===== src/rtl/rlc_pkg.sv =====
package rlc_pkg;
  localparam int unsigned MS_PER_S = 1000;

  function automatic int unsigned ceil_div(input int unsigned num, input int unsigned den);
    return (num + den - 1) / den;
  endfunction
endpackage


===== src/rtl/rlc_sync.sv =====
module rlc_sync #(
  parameter int unsigned STAGES   = 2,
  parameter bit          RST_VAL  = 1'b1
) (
  input  logic clk_i,
  input  logic rst_ni,
  input  logic d_i,
  output logic q_o
);
  logic [STAGES-1:0] stage_q;

  generate
    if (STAGES == 1) begin : g_one
      always_ff @(posedge clk_i or negedge rst_ni) begin
        if (!rst_ni) stage_q <= RST_VAL;
        else         stage_q <= d_i;
      end
    end else begin : g_chain
      always_ff @(posedge clk_i or negedge rst_ni) begin
        if (!rst_ni) stage_q <= {STAGES{RST_VAL}};
        else         stage_q <= {stage_q[STAGES-2:0], d_i};
      end
    end
  endgenerate

  assign q_o = stage_q[STAGES-1];
endmodule


===== src/rtl/rlc_pulse_timer.sv =====
module rlc_pulse_timer #(
  parameter int unsigned TICK_HZ  = 32768,
  parameter int unsigned PULSE_MS = 20
) (
  input  logic clk_i,
  input  logic rst_ni,
  input  logic tick_i,
  input  logic wr_en_i,
  input  logic wr_bit_i,
  output logic busy_o
);
  localparam int unsigned PULSE_TICKS = rlc_pkg::ceil_div(TICK_HZ * PULSE_MS, rlc_pkg::MS_PER_S);
  localparam int unsigned CNT_W       = $clog2(PULSE_TICKS + 1);
  localparam logic [CNT_W-1:0] LAST   = CNT_W'(PULSE_TICKS);

  logic             busy_q;
  logic [CNT_W-1:0] cnt_q;
  logic             start, finish;

  // writes during a pulse are dropped
  assign start  = !busy_q && wr_en_i && wr_bit_i;
  // N+1 ticks so a tick right after start never shortens the pulse
  assign finish = busy_q && tick_i && (cnt_q == LAST);

  always_ff @(posedge clk_i or negedge rst_ni) begin
    if (!rst_ni) begin
      busy_q <= 1'b0;
      cnt_q  <= '0;
    end else if (start) begin
      busy_q <= 1'b1;
      cnt_q  <= '0;
    end else if (finish) begin
      busy_q <= 1'b0;
      cnt_q  <= '0;
    end else if (busy_q && tick_i) begin
      cnt_q  <= cnt_q + 1'b1;
    end
  end

  assign busy_o = busy_q;


  start_chk: assert property (@(posedge clk_i) disable iff (!rst_ni)
    (!busy_q && wr_en_i && wr_bit_i) |=> busy_q);

  cnt_range_chk: assert property (@(posedge clk_i) disable iff (!rst_ni)
    cnt_q <= LAST);

  end_on_tick_chk: assert property (@(posedge clk_i) disable iff (!rst_ni)
    (busy_q && !tick_i) |=> busy_q);

  write_ignored_chk: assert property (@(posedge clk_i) disable iff (!rst_ni)
    (busy_q && wr_en_i && !tick_i) |=> (busy_q && $stable(cnt_q)));
endmodule


===== src/rtl/rlc_req_filter.sv =====
module rlc_req_filter #(
  parameter int unsigned SYNC_STAGES = 2
) (
  input  logic clk_i,
  input  logic rst_ni,
  input  logic level_i,
  input  logic drive_i,
  output logic req_o
);
  // blanking covers synchronizer lag plus one filter sample after release
  localparam int unsigned GUARD   = SYNC_STAGES + 1;
  localparam int unsigned GUARD_W = $clog2(GUARD + 1);

  logic [GUARD_W-1:0] guard_q;
  logic               masked;
  logic               low_q, req_q;

  assign masked = drive_i || (guard_q != '0);

  always_ff @(posedge clk_i or negedge rst_ni) begin
    if (!rst_ni)              guard_q <= '0;
    else if (drive_i)         guard_q <= GUARD_W'(GUARD);
    else if (guard_q != '0)   guard_q <= guard_q - 1'b1;
  end

  always_ff @(posedge clk_i or negedge rst_ni) begin
    if (!rst_ni) begin
      low_q <= 1'b0;
      req_q <= 1'b0;
    end else if (masked) begin
      low_q <= 1'b0;
      req_q <= 1'b0;
    end else begin
      low_q <= !level_i;
      req_q <= !level_i && low_q;
    end
  end

  assign req_o = req_q;


  mask_chk: assert property (@(posedge clk_i) disable iff (!rst_ni)
    masked |=> !req_q);

  two_sample_chk: assert property (@(posedge clk_i) disable iff (!rst_ni)
    $rose(req_q) |-> $past(low_q));
endmodule


===== src/rtl/rst_line_ctrl.sv =====
module rst_line_ctrl #(
  parameter int unsigned TICK_HZ     = 32768,
  parameter int unsigned PULSE_MS    = 20,
  parameter int unsigned SYNC_STAGES = 2
) (
  input  logic clk_i,
  input  logic rst_ni,
  input  logic tick_i,
  input  logic cfg_we_i,
  input  logic cfg_wdata_i,
  output logic start_bit_o,
  output logic pad_oe_o,
  input  logic pad_i,
  output logic reg_rst_req_o,
  output logic dac_rst_req_o
);
  logic busy;
  logic level_sync;
  logic req;

  rlc_pulse_timer #(
    .TICK_HZ  (TICK_HZ),
    .PULSE_MS (PULSE_MS)
  ) timer_i (
    .clk_i    (clk_i),
    .rst_ni   (rst_ni),
    .tick_i   (tick_i),
    .wr_en_i  (cfg_we_i),
    .wr_bit_i (cfg_wdata_i),
    .busy_o   (busy)
  );

  rlc_sync #(
    .STAGES  (SYNC_STAGES),
    .RST_VAL (1'b1)
  ) sync_i (
    .clk_i  (clk_i),
    .rst_ni (rst_ni),
    .d_i    (pad_i),
    .q_o    (level_sync)
  );

  rlc_req_filter #(
    .SYNC_STAGES (SYNC_STAGES)
  ) filter_i (
    .clk_i   (clk_i),
    .rst_ni  (rst_ni),
    .level_i (level_sync),
    .drive_i (busy),
    .req_o   (req)
  );

  assign start_bit_o   = busy;
  assign pad_oe_o      = busy;
  assign reg_rst_req_o = req;
  assign dac_rst_req_o = req;


  no_self_reset_chk: assert property (@(posedge clk_i) disable iff (!rst_ni)
    pad_oe_o |-> !reg_rst_req_o);

  dac_follow_chk: assert property (@(posedge clk_i) disable iff (!rst_ni)
    dac_rst_req_o == reg_rst_req_o);
endmodule


===== config.mk =====
export PLATFORM = sky130hd
export DESIGN_NAME = rst_line_ctrl
export DESIGN_NICKNAME = d
export VERILOG_FILES = /design/src/rtl/rlc_pkg.sv /design/src/rtl/rlc_sync.sv /design/src/rtl/rlc_pulse_timer.sv /design/src/rtl/rlc_req_filter.sv /design/src/rtl/rst_line_ctrl.sv
export SDC_FILE = /design/constraint.sdc
export NUM_CORES = 1
export LEC_CHECK = 0
export ABC_AREA = 0
export BUFFER_PORTS_ARGS = -buffer_cell sky130_fd_sc_hd__buf_2
export CAP_MARGIN = 0
export CORE_MARGIN = 5
export CORE_UTILIZATION = 23
export DETAILED_ROUTE_END_ITERATION = 8
export PLACE_DENSITY_LB_ADDON = 0.25
export SYNTH_ARGS = -nofsm -noshare
export SYNTH_HDL_FRONTEND = slang
export SYNTH_SLANG_ARGS = --single-unit

===== constraint.sdc =====
create_clock -name clk_i -period 3.5 [get_ports clk_i]
set_input_delay 0.35 -clock clk_i [delete_from_list [all_inputs] [get_ports clk_i]]
set_output_delay 0.35 -clock clk_i [all_outputs]
set_load 0.005 [all_outputs]

==> results of run 1 <==
layout make-up:
class,instances,area (µm²),share of cell area
clock buffers,4,45.04,0.04528
well taps,48,60.06,0.06038
inverters,4,15.01,0.01509
multi-input cells,55,401.6,0.4038
repair buffers,9,45.04,0.04528
flip-flops and latches,17,427.9,0.4302
critical path, cell delays in order (launching register included):
cell     delay [ps]
dfrtp_1         460
ha_1            250
and4_1          230
nand4_1         110
and3_1          200
a211o_1         260
worst paths after layout:
kind | slack, ps | endpoint | cells past startpoint
max in group asynchronous | 3180 | sync_i.stage_q[1] | 1
min in group clk_i | 200 | sync_i.stage_q[0] | 1
setup / recovery | 1880 | timer_i.cnt_q[8] | 5
hold / removal | 10 | timer_i.cnt_q[3] | 1
setup reg to reg | 1880 | timer_i.cnt_q[8] | 5
hold reg to reg | 360 | sync_i.stage_q[1] | 0
stage by stage:
step	utilization	hold slack (ps)	power (mW)	setup slack (ps)
5_1_grt	0.2717	46.78	0.5557	1722
6_report	0.2717	12.12	0.5183	1879
3_5_place_dp	0.2594	294.4	0.3740	1922
2_1_floorplan	-	54.41	0.3414	2055
3_3_place_gp	0.2594	288.1	0.3731	1921
4_1_cts	0.2717	22.69	0.5250	1882
sequential cells by signal, summed over array words and instances (netlist names):
name,cells
filter_i.guard_q,2
sync_i.stage_q,2
timer_i.busy_o,1
timer_i.cnt_q,10
filter_i.req_o,1
filter_i.low_q,1
cells by family after synthesis:
kind of cell,synth area share
simple gates,0.2185
flops,0.4949
compound gates,0.1216
xor+xnor,0.08105
buf+inv,0.04051
fa+ha+maj,0.04342
layout by cell type, fill, tap and decap left out, drive strengths merged:
cell type,instances
buf,9
a211o,2
nand2,7
dfstp,2
a2111oi,1
nand4,4
o21ai,2
nor4b,1
and3,1
nor3b,1
dfrtp,15
clkbuf,4
o2111ai,2
nand3b,1
nand2b,1
and3b,1
xor2,5
nand3,1
xnor2,3
o211ai,1
nor3,1
and2,2
a211oi,2
nor2,10
ha,3
a32o,1
inv,4
and4,2
power by group:
group / internal [mW] / total, mW / switching, mW
clock: 0.0807 / 0.145 / 0.0646
sequential: 0.230 / 0.276 / 0.0466
combinational: 0.0444 / 0.0970 / 0.0526
per-layer routing:
layer,global-route usage,vias to the layer above,part of all wire
li1,-,299,-
met1,0.09915,303,0.46
met2,0.1122,6,0.51
met3,0.01683,4,0.018
met4,0.03758,0,0.013
met5,0,-,0
==> metrics, run 1 <==
Hold Buf Count CTS 0; CP Class flop to flop; area delta synth->final 15.05%; R2R Path Start timer_i.cnt_q[0]; Initial Util 0.2362; cell with the most instances after synthesis dfrtp_1; Final GP Congestion 0.7611; Worst Setup SP timer_i.cnt_q[0]; Max VDD drop 244.1 µV; DRT Wirelength 1679 µm; Cell variety after synth 29; Async SR Flop Fraction 1.000; Cell Area, Synth 864.6 µm²; pwr/cell area 521.1 nW/µm²; Hold Crit Class input pin to async pin; DR vias/cell 4.467; Syn Area/Cell 10.94 µm²; DP Wirelength 1235 µm; EDFF count, synth 0; Yosys reg bits 17; site row count 22; crit path DAT 1760 ps; final setup fails 0; most frequent cells after synthesis dfrtp_1 (15), nor2_1 (9), nand2_1 (7); dpl cells 133; Synth area leader dfrtp_1; required time worst endpoint 3640 ps; vias in the first global route 622; total grt overflow 0; Via Count 612; register area share after synthesis 0.4949; fmax 617.0 MHz; unrepaired setup endpoints after global routing no; fin crit period 1621 ps; Mapped Nets 88; Non-Filler Instances 137; final hold violation count 0; finished layout cell area 994.7 µm²; outcome complete, no violations; Post-CTS Setup Inserts 0; final setup TNS 0 ps; CTS tree built; DRC viols 0; clk sinks 17; PortBufs 9; Die W 71.31 µm; Clk Latency, worst-skew pair 250 ps; initial antenna violation count 0; type of origin of the critical path flop; CTS root buf clkbuf_8; Max Slew Vio Count 0; Final Skew 0.8086 ps; cts bufs inserted 3; Yosys top cell area share 0.4342; synth warn 0; Synth area leaders dfrtp_1 (43%), dfstp_2 (6.1%), xor2_1 (5.1%); Top FF cell, synth dfrtp_1; crit-path max FO 7; die area 5085 µm²; Pleak 0.4600 nW; core area 3661 µm²; largest net degree at the start of global routing 18; Final nets 99; Worst Setup End Kind flop; share of cells above drive strength 1 0.1910; H-tree level count 1; I/O pin total 10; max cap viols 0; relative slew slack 0.7468; Worst-Margin Slew 379.8 ps; synthesized instance count 79; Overall Global Routing Usage 0.07440; global-route wire length before repair 2994 µm; Filler Cell Count 385; Final Cycle Share 0.4631; Clk pin slew, worst setup/hold paths 60 ps; drt pass-1 iters 4; antenna viol nets, final 0; clk buf depth 2; routed len/inst 12.26 µm; n_diodes 0; cts repair resizes 0; Die Ht 71.31 µm; Placed Area 949.7 µm²; number of DRC markers in iteration 0 17
No activity file was read; power rests on OpenSTA's default activity.
==> run 2: changes to the inputs <==
--- a/config.mk
+++ b/config.mk
@@ -5,7 +5,7 @@
 export SDC_FILE = /design/constraint.sdc
 export NUM_CORES = 1
 export LEC_CHECK = 0
-export ABC_AREA = 0
+export ABC_AREA = 1
 export BUFFER_PORTS_ARGS = -buffer_cell sky130_fd_sc_hd__buf_2
 export CAP_MARGIN = 0
 export CORE_MARGIN = 5
==> constraint.sdc (replaced) <==
create_clock -name clk_i -period 1.4 [get_ports clk_i]
set_input_delay 0.14 -clock clk_i [delete_from_list [all_inputs] [get_ports clk_i]]
set_output_delay 0.14 -clock clk_i [all_outputs]
set_load 0.005 [all_outputs]
==> run 2 against run 1 <==
  * Core utilization is 0.80 points higher
  * Sequential power grew to 2.8 times the previous value
  * Die area is 10% higher
  * Highest routed layer unchanged
==> metrics, run 2 <==
fmax 794.7 MHz (+29%); met2 usage 0.1277 (+0.01541); Max Slew Vio Count 0 (unchanged); Filler Cell Count 431 (+12%); busiest grt layer met2; Synth area leader dfrtp_1; number of DRC markers in iteration 0 34 (+17); Via Count 770 (+26%); most frequent cells after synthesis nand2_1 (28), dfrtp_1 (15), inv_1 (14); H-tree level count 1 (unchanged); Overall Global Routing Usage 0.08186 (+0.007461); Largest register FFs 10 (unchanged); EDFF count, synth 0 (unchanged); Post-Synth Adder-Cell Area 0.03871 (-0.004706); crit-path max FO 4 (-3); register area share after synthesis 0.4413 (-0.05364); outcome complete, no violations; biggest regs timer_i.cnt_q: 10 flops, filter_i.guard_q: 2 flops, sync_i.stage_q: 2 flops; worst r2r dst timer_i.cnt_q[9]; final setup fails 0 (unchanged); global-route wire length before repair 3456 µm (+15%); unrepaired setup endpoints after global routing no; Yosys reg bits 17 (unchanged); Logic pwr share 0.351 (+0.164); DRC viols 0 (unchanged); most frequent cells in the layout nand2_1 (28), dfrtp_1 (15), inv_1 (14); Clk pin slew, worst setup/hold paths 70 ps (about the same); final core occ 0.2797 (+0.007977); simple-gate area share of the yosys netlist 0.3613 (+0.1428); die area 5615 µm² (+10%); clk sinks 17 (unchanged); Worst-Margin Slew 406.4 ps (+26.53 ps); area delta synth->final 17.03%; I/O pin total 10 (unchanged); XOR/XNOR Fraction of Synth Area 0 (-0.08104); Mapped Nets 126 (+43%); initial antenna violation count 0 (unchanged); Synth Area in Compound Gates 0.05419 (-0.06737); Worst Setup SP timer_i.cnt_q[1]; critical path cell sequence inv_1 -> ha_1 -> nand2_1 -> nor2_2 -> nand3_2 -> nand2_4 -> inv_2 -> nand2_1 -> nor2_1; Post-CTS Setup Inserts 0 (unchanged); Die W 74.93 µm (+5.1%); largest family of logic cells by synthesized area simple AND/OR/NAND/NOR gates; met1 Use GR 0.1066 (+0.007499); synth warn 0 (unchanged); required time worst endpoint 1550 ps (-2090 ps); CP Class flop to flop; sw power 694.9 µW (+320%); Async SR Flop Fraction 1.000 (unchanged); synthesized instance count 117 (+48%); crit path DAT 1410 ps (-350 ps); internal power 1.058 mW (+200%); Syn Area/Cell 8.288 µm² (-24%); n_diodes 0 (unchanged); commonest non-fill, non-tap cell in the layout nand2_1; WP depth 9 (+4); critical path's most frequent cell nand2_1; share of cells above drive strength 1 0.2824 (+0.09143); cell with the most instances after synthesis nand2_1; largest net degree at the start of global routing 18 (unchanged); Hold Crit Class input pin to flop; dpl ws 115.7 ps (-1807 ps); Max VDD drop 598.6 µV (+150%); grt met3 use 0.02937 (+0.01254); Clock power frac 0.215 (-0.065); Reg power frac 0.434 (-0.099); final hold violation count 0 (unchanged); Cell Area, Synth 969.7 µm² (+12%); Slowest cell on crit path dfrtp_1; antenna viol nets, final 0 (unchanged); fin crit period 1258 ps (-362.6 ps); relative slew slack 0.7291 (-0.01769); post-synthesis mux area share 0 (unchanged); Final Skew 1.082 ps (+0.2734 ps); PortBufs 9 (unchanged); Yosys top cell area share 0.3871 (-0.04706); Final GP Congestion 0.7565 (-0.60%); CTS tree built; CTS root buf clkbuf_8; vias in the first global route 758 (+22%); Power, Total 1.753 mW (+240%); Cell variety after synth 22 (-24%); DRT Wirelength 1981 µm (+18%); pwr/cell area 1545 nW/µm² (+200%); clk buf depth 2 (unchanged); DP Wirelength 1434 µm (+16%); Worst Setup End Kind flop; drt pass-1 iters 4 (unchanged); Top FF cell, synth dfrtp_1; routed len/inst 10.94 µm (-11%); DR vias/cell 4.254 (-4.8%); core area 4058 µm² (+11%); FF-to-FF path depth 9 (+4); cts bufs inserted 3 (unchanged); final setup TNS 0 ps (unchanged); Pleak 0.5647 nW (+23%); type of origin of the critical path flop; Clk Latency, worst-skew pair 250 ps (about the same); Final Cycle Share 0.8988 (+0.4357); site row count 23 (+4.5%); setup ws final 141.7 ps (-1737 ps); Net Sw Frac 0.3963 (+0.08044); R2R Path Start timer_i.cnt_q[1]; Largest Register timer_i.cnt_q; Worst Setup EP timer_i.cnt_q[9]; Die Ht 74.93 µm (+5.1%); Critical Path Max Stage Delay 400 ps (-60 ps); delay-heaviest family, CP simple AND/OR/NAND/NOR gates; worst path bufs/invs 2 (+2); Initial Util 0.2390 (+0.002818); max cap viols 0 (unchanged); Synth area leaders dfrtp_1 (39%), nand2_1 (11%), dfstp_2 (5.4%); R2R setup slack 140 ps (-1740 ps); total grt overflow 0 (unchanged); Final nets 141 (+42%)
run 2: worst min path at each step:
| stage | slack (ps) | cells after the start | end | from |
|---|---|---|---|---|
| 6_report | 310 | 5 | timer_i.cnt_q[0] | tick_i |
| 4_1_cts | 300 | 5 | timer_i.cnt_q[0] | tick_i |
| 2_1_floorplan | -160 | 0 | filter_i.guard_q[0] | rst_ni |
| 5_1_grt | 330 | 5 | timer_i.cnt_q[0] | tick_i |
| 3_5_place_dp | 100 | 1 | timer_i.cnt_q[8] | rst_ni |
| 3_3_place_gp | 100 | 1 | timer_i.cnt_q[6] | rst_ni |
run 2: kinds of logic (layout without fill, tap and decap cells):
family,after synthesis,count (layout)
AO/OA/AOI/OAI,9,9
flip-flops,17,17
buffers and inverters,22,36
AND/OR/NAND/NOR,66,66
adder cells (fa/ha/maj),3,3
run 2: tightest hold or removal path, cell delays in order:
cell     delay, ps
buf_2           80
nand2_2         80
inv_1           80
nand3_1         70
o21ai_0         70
run 2: final cells by class:
cell class | count | area, µm² | share of cell area
Multi-Input combinational cell | 78 | 442.9 | 0.3903
Sequential cell | 17 | 427.9 | 0.3771
Timing Repair Buffer | 14 | 87.58 | 0.07718
Inverter | 18 | 67.56 | 0.05954
Tap cell | 50 | 62.56 | 0.05513
Clock buffer | 3 | 41.29 | 0.03638
Clock inverter | 1 | 5.005 | 0.004410
run 2: what timing repair did:
action	CTS	global route
resized for setup	0	1
setup endpoints to repair	0	3
hold endpoints to repair	16	0
hold buffers	2	0
run 2: per-layer routing:
| metal | vias to the layer above | part of all wire |
|---|---|---|
| met3 | 2 | 0.054 |
| met4 | 0 | 0.0071 |
| met1 | 354 | 0.49 |
| met5 | - | 0 |
| met2 | 17 | 0.45 |
| li1 | 397 | - |
run 2: per-stage QoR:
step                cells  cell area (µm²)  hold WS, ps
global placement      175             1066        98.82
global route          181             1135        329.6
detailed placement    175             1066        101.5
CTS                   181             1132        303.5
finish                181             1135        311.8
floorplan             117            969.7       -155.6
run 2: power by group through the flow:
stage          clock [mW]  combinational (mW)  sequential [mW]
3_3_place_gp            0               0.616            0.763
3_5_place_dp            0               0.620            0.769
6_report            0.377               0.616            0.761
4_1_cts             0.403               0.628            0.761
5_1_grt             0.421               0.702            0.782
2_1_floorplan           0               0.492            0.733
==> run 3: changes to the inputs <==
--- a/config.mk
+++ b/config.mk
@@ -9,7 +9,7 @@
 export BUFFER_PORTS_ARGS = -buffer_cell sky130_fd_sc_hd__buf_2
 export CAP_MARGIN = 0
 export CORE_MARGIN = 5
-export CORE_UTILIZATION = 23
+export CORE_UTILIZATION = 50
 export DETAILED_ROUTE_END_ITERATION = 8
 export PLACE_DENSITY_LB_ADDON = 0.25
 export SYNTH_ARGS = -nofsm -noshare
==> run 3 against run 2 <==
  * Routed wire length down 12%
  * First-iteration DRC count fell by 88%
  * Clock skew increased by 0.64 ps
  * Die area shrank 48%
  * Register-to-register slack got worse by 30 ps
  * Critical endpoint is now timer_i.cnt_q[3]
  * Largest cell class unchanged
  * Worst hold slack got worse by 66 ps
  * Via count fell by 1.3%
  * Fmax fell by 2.5%
  * Count of clock-buffer cells in the layout unchanged
  * Sequential power grew 1%
  * Clock power fell by 30%
==> metrics, run 3 (synthesis results as in run 2) <==
global-route wire length before repair 3022 µm (-13%); Die W 54.04 µm (-28%); final setup fails 0 (unchanged); clk sinks 17 (unchanged); Largest Register timer_i.cnt_q; DRC viols 0 (unchanged); Max VDD drop 704.4 µV (+18%); I/O pin total 10 (unchanged); number of DRC markers in iteration 0 4 (-88%); crit path DAT 1480 ps (+70 ps); dpl ws 49.44 ps (-66.25 ps); antenna viol nets, final 0 (unchanged); Initial Util 0.5099 (+0.2709); routed len/inst 11.15 µm (+1.8%); site row count 16 (-30%); Worst-Margin Slew 381.6 ps (-24.72 ps); Filler Cell Count 186 (-57%); most frequent cells in the layout nand2_1 (28), dfrtp_1 (15), inv_1 (13); Max Slew Vio Count 0 (unchanged); core area 1902 µm² (-53%); Non-Filler Instances 157 (-13%); Final GP Congestion 0.7463 (-1.3%); total grt overflow 0 (unchanged); relative slew slack 0.7456 (+0.01648); type of origin of the critical path flop; required time worst endpoint 1590 ps (+40 ps); Final Cycle Share 0.9222 (+0.02339); outcome complete, no violations; Die Ht 54.04 µm (-28%); H-tree level count 1 (unchanged); CTS root buf clkbuf_4; largest net degree at the start of global routing 18 (unchanged); DR vias/cell 4.841 (+14%); max cap viols 0 (unchanged); Clk pin slew, worst setup/hold paths 100 ps (+30 ps); biggest regs timer_i.cnt_q: 10 flops, filter_i.guard_q: 2 flops, sync_i.stage_q: 2 flops; CP Class flop to flop; cts bufs inserted 3 (unchanged); crit-path max FO 4 (unchanged); DP Wirelength 1287 µm (-10%); final hold violation count 0 (unchanged); drt pass-1 iters 3 (-1); dpl cells 149 (-15%); Final Skew 1.725 ps (+0.6428 ps); share of cells above drive strength 1 0.2846 (+0.002173); Worst Setup End Kind flop; register area 427.9 µm² (unchanged); setup ws final 109.0 ps (-32.75 ps); Via Count 760 (-1.3%); CTS tree built; die area 2920 µm² (-48%); pwr/cell area 1485 nW/µm² (-3.9%); area of the multi-input gates 451.7 µm² (+2.0%); initial antenna violation count 0 (unchanged); Final nets 140 (-0.71%); fmax 774.6 MHz (-2.5%); commonest non-fill, non-tap cell in the layout nand2_1; Hold Crit Class input pin to flop; Clk Latency, worst-skew pair 290 ps (+40 ps); fin crit period 1291 ps (+32.75 ps); Overall Global Routing Usage 0.1486 (+0.06678); Pleak 0.5536 nW (-2.0%); area delta synth->final 12.26%; DRT Wirelength 1750 µm (-12%); vias in the first global route 723 (-4.6%); Largest register FFs 10 (unchanged); PortBufs 9 (unchanged); n_diodes 0 (unchanged); clk buf depth 2 (unchanged)
run 3: cell types whose count changed in the layout (fill, tap and decap cells not counted), sizes merged:
cell  delta
buf      -1
run 3: worst paths after layout:
path                                        start                 to  slack [ps]  depth (start not counted)
max in group asynchronous                  rst_ni  sync_i.stage_q[0]         800                          2
worst min-delay path                     cfg_we_i     timer_i.busy_o         250                          3
worst max register to register   timer_i.cnt_q[0]   timer_i.cnt_q[3]         110                          8
min in group asynchronous                  rst_ni     timer_i.busy_o         290                          2
worst min register to register  sync_i.stage_q[0]  sync_i.stage_q[1]         360                          0
worst max-delay path             timer_i.cnt_q[0]   timer_i.cnt_q[3]         110                          8
run 3: critical path, stage by stage (launching register included):
cell and delay [ps]:
dfrtp_1 410, inv_2 100, ha_1 150, nand2_1 50, nor2_2 100, nand3_2 120
nand2_4 120, buf_4 110, nor3_2 30
run 3: power breakdown:
part	internal, mW	leakage (nW)	switching [mW]
clock	0.106	0.0177	0.159
sequential	0.619	0.215	0.152
combinational	0.224	0.321	0.357
total	0.949	0.554	0.667
run 3: routing by layer:
| layer | wire length (µm) | vias to the layer above | track usage |
|---|---|---|---|
| li1 | - | 396 | - |
| met1 | 795 | 349 | 0.1715 |
| met2 | 858 | 10 | 0.2560 |
| met3 | 55 | 5 | 0.03324 |
| met4 | 40 | 0 | 0.07469 |
| met5 | 0 | - | 0 |
run 3: cell type report:
cell class / count / share of cell area
flip-flops and latches: 17 / 0.3931
clock buffers: 3 / 0.02069
multi-input cells: 78 / 0.4149
clock inverters: 1 / 0.004598
well taps: 27 / 0.03103
inverters: 18 / 0.06207
repair buffers: 13 / 0.07356
run 3: repair_timing:
item                                    in CTS  in global routing
hold buffers                                 2                  0
hold endpoints to repair                    16                  0
setup buffers                                0                  2
resized for setup                            0                  3
endpoints found under the setup margin       0                  4
run 3: through the flow:
stage	hold slack, ps	setup TNS [ps]	utilization	cell area [µm²]	total power [mW]
floorplan	-155.6	0	-	969.7	1.225
detailed placement	85.64	0	0.5336	1015	1.332
global placement	80.10	0	0.5336	1015	1.308
finish	246.3	0	0.5724	1089	1.616
global route	239.7	-0.6866	0.5724	1089	1.769
CTS	214.9	0	0.5586	1062	1.606
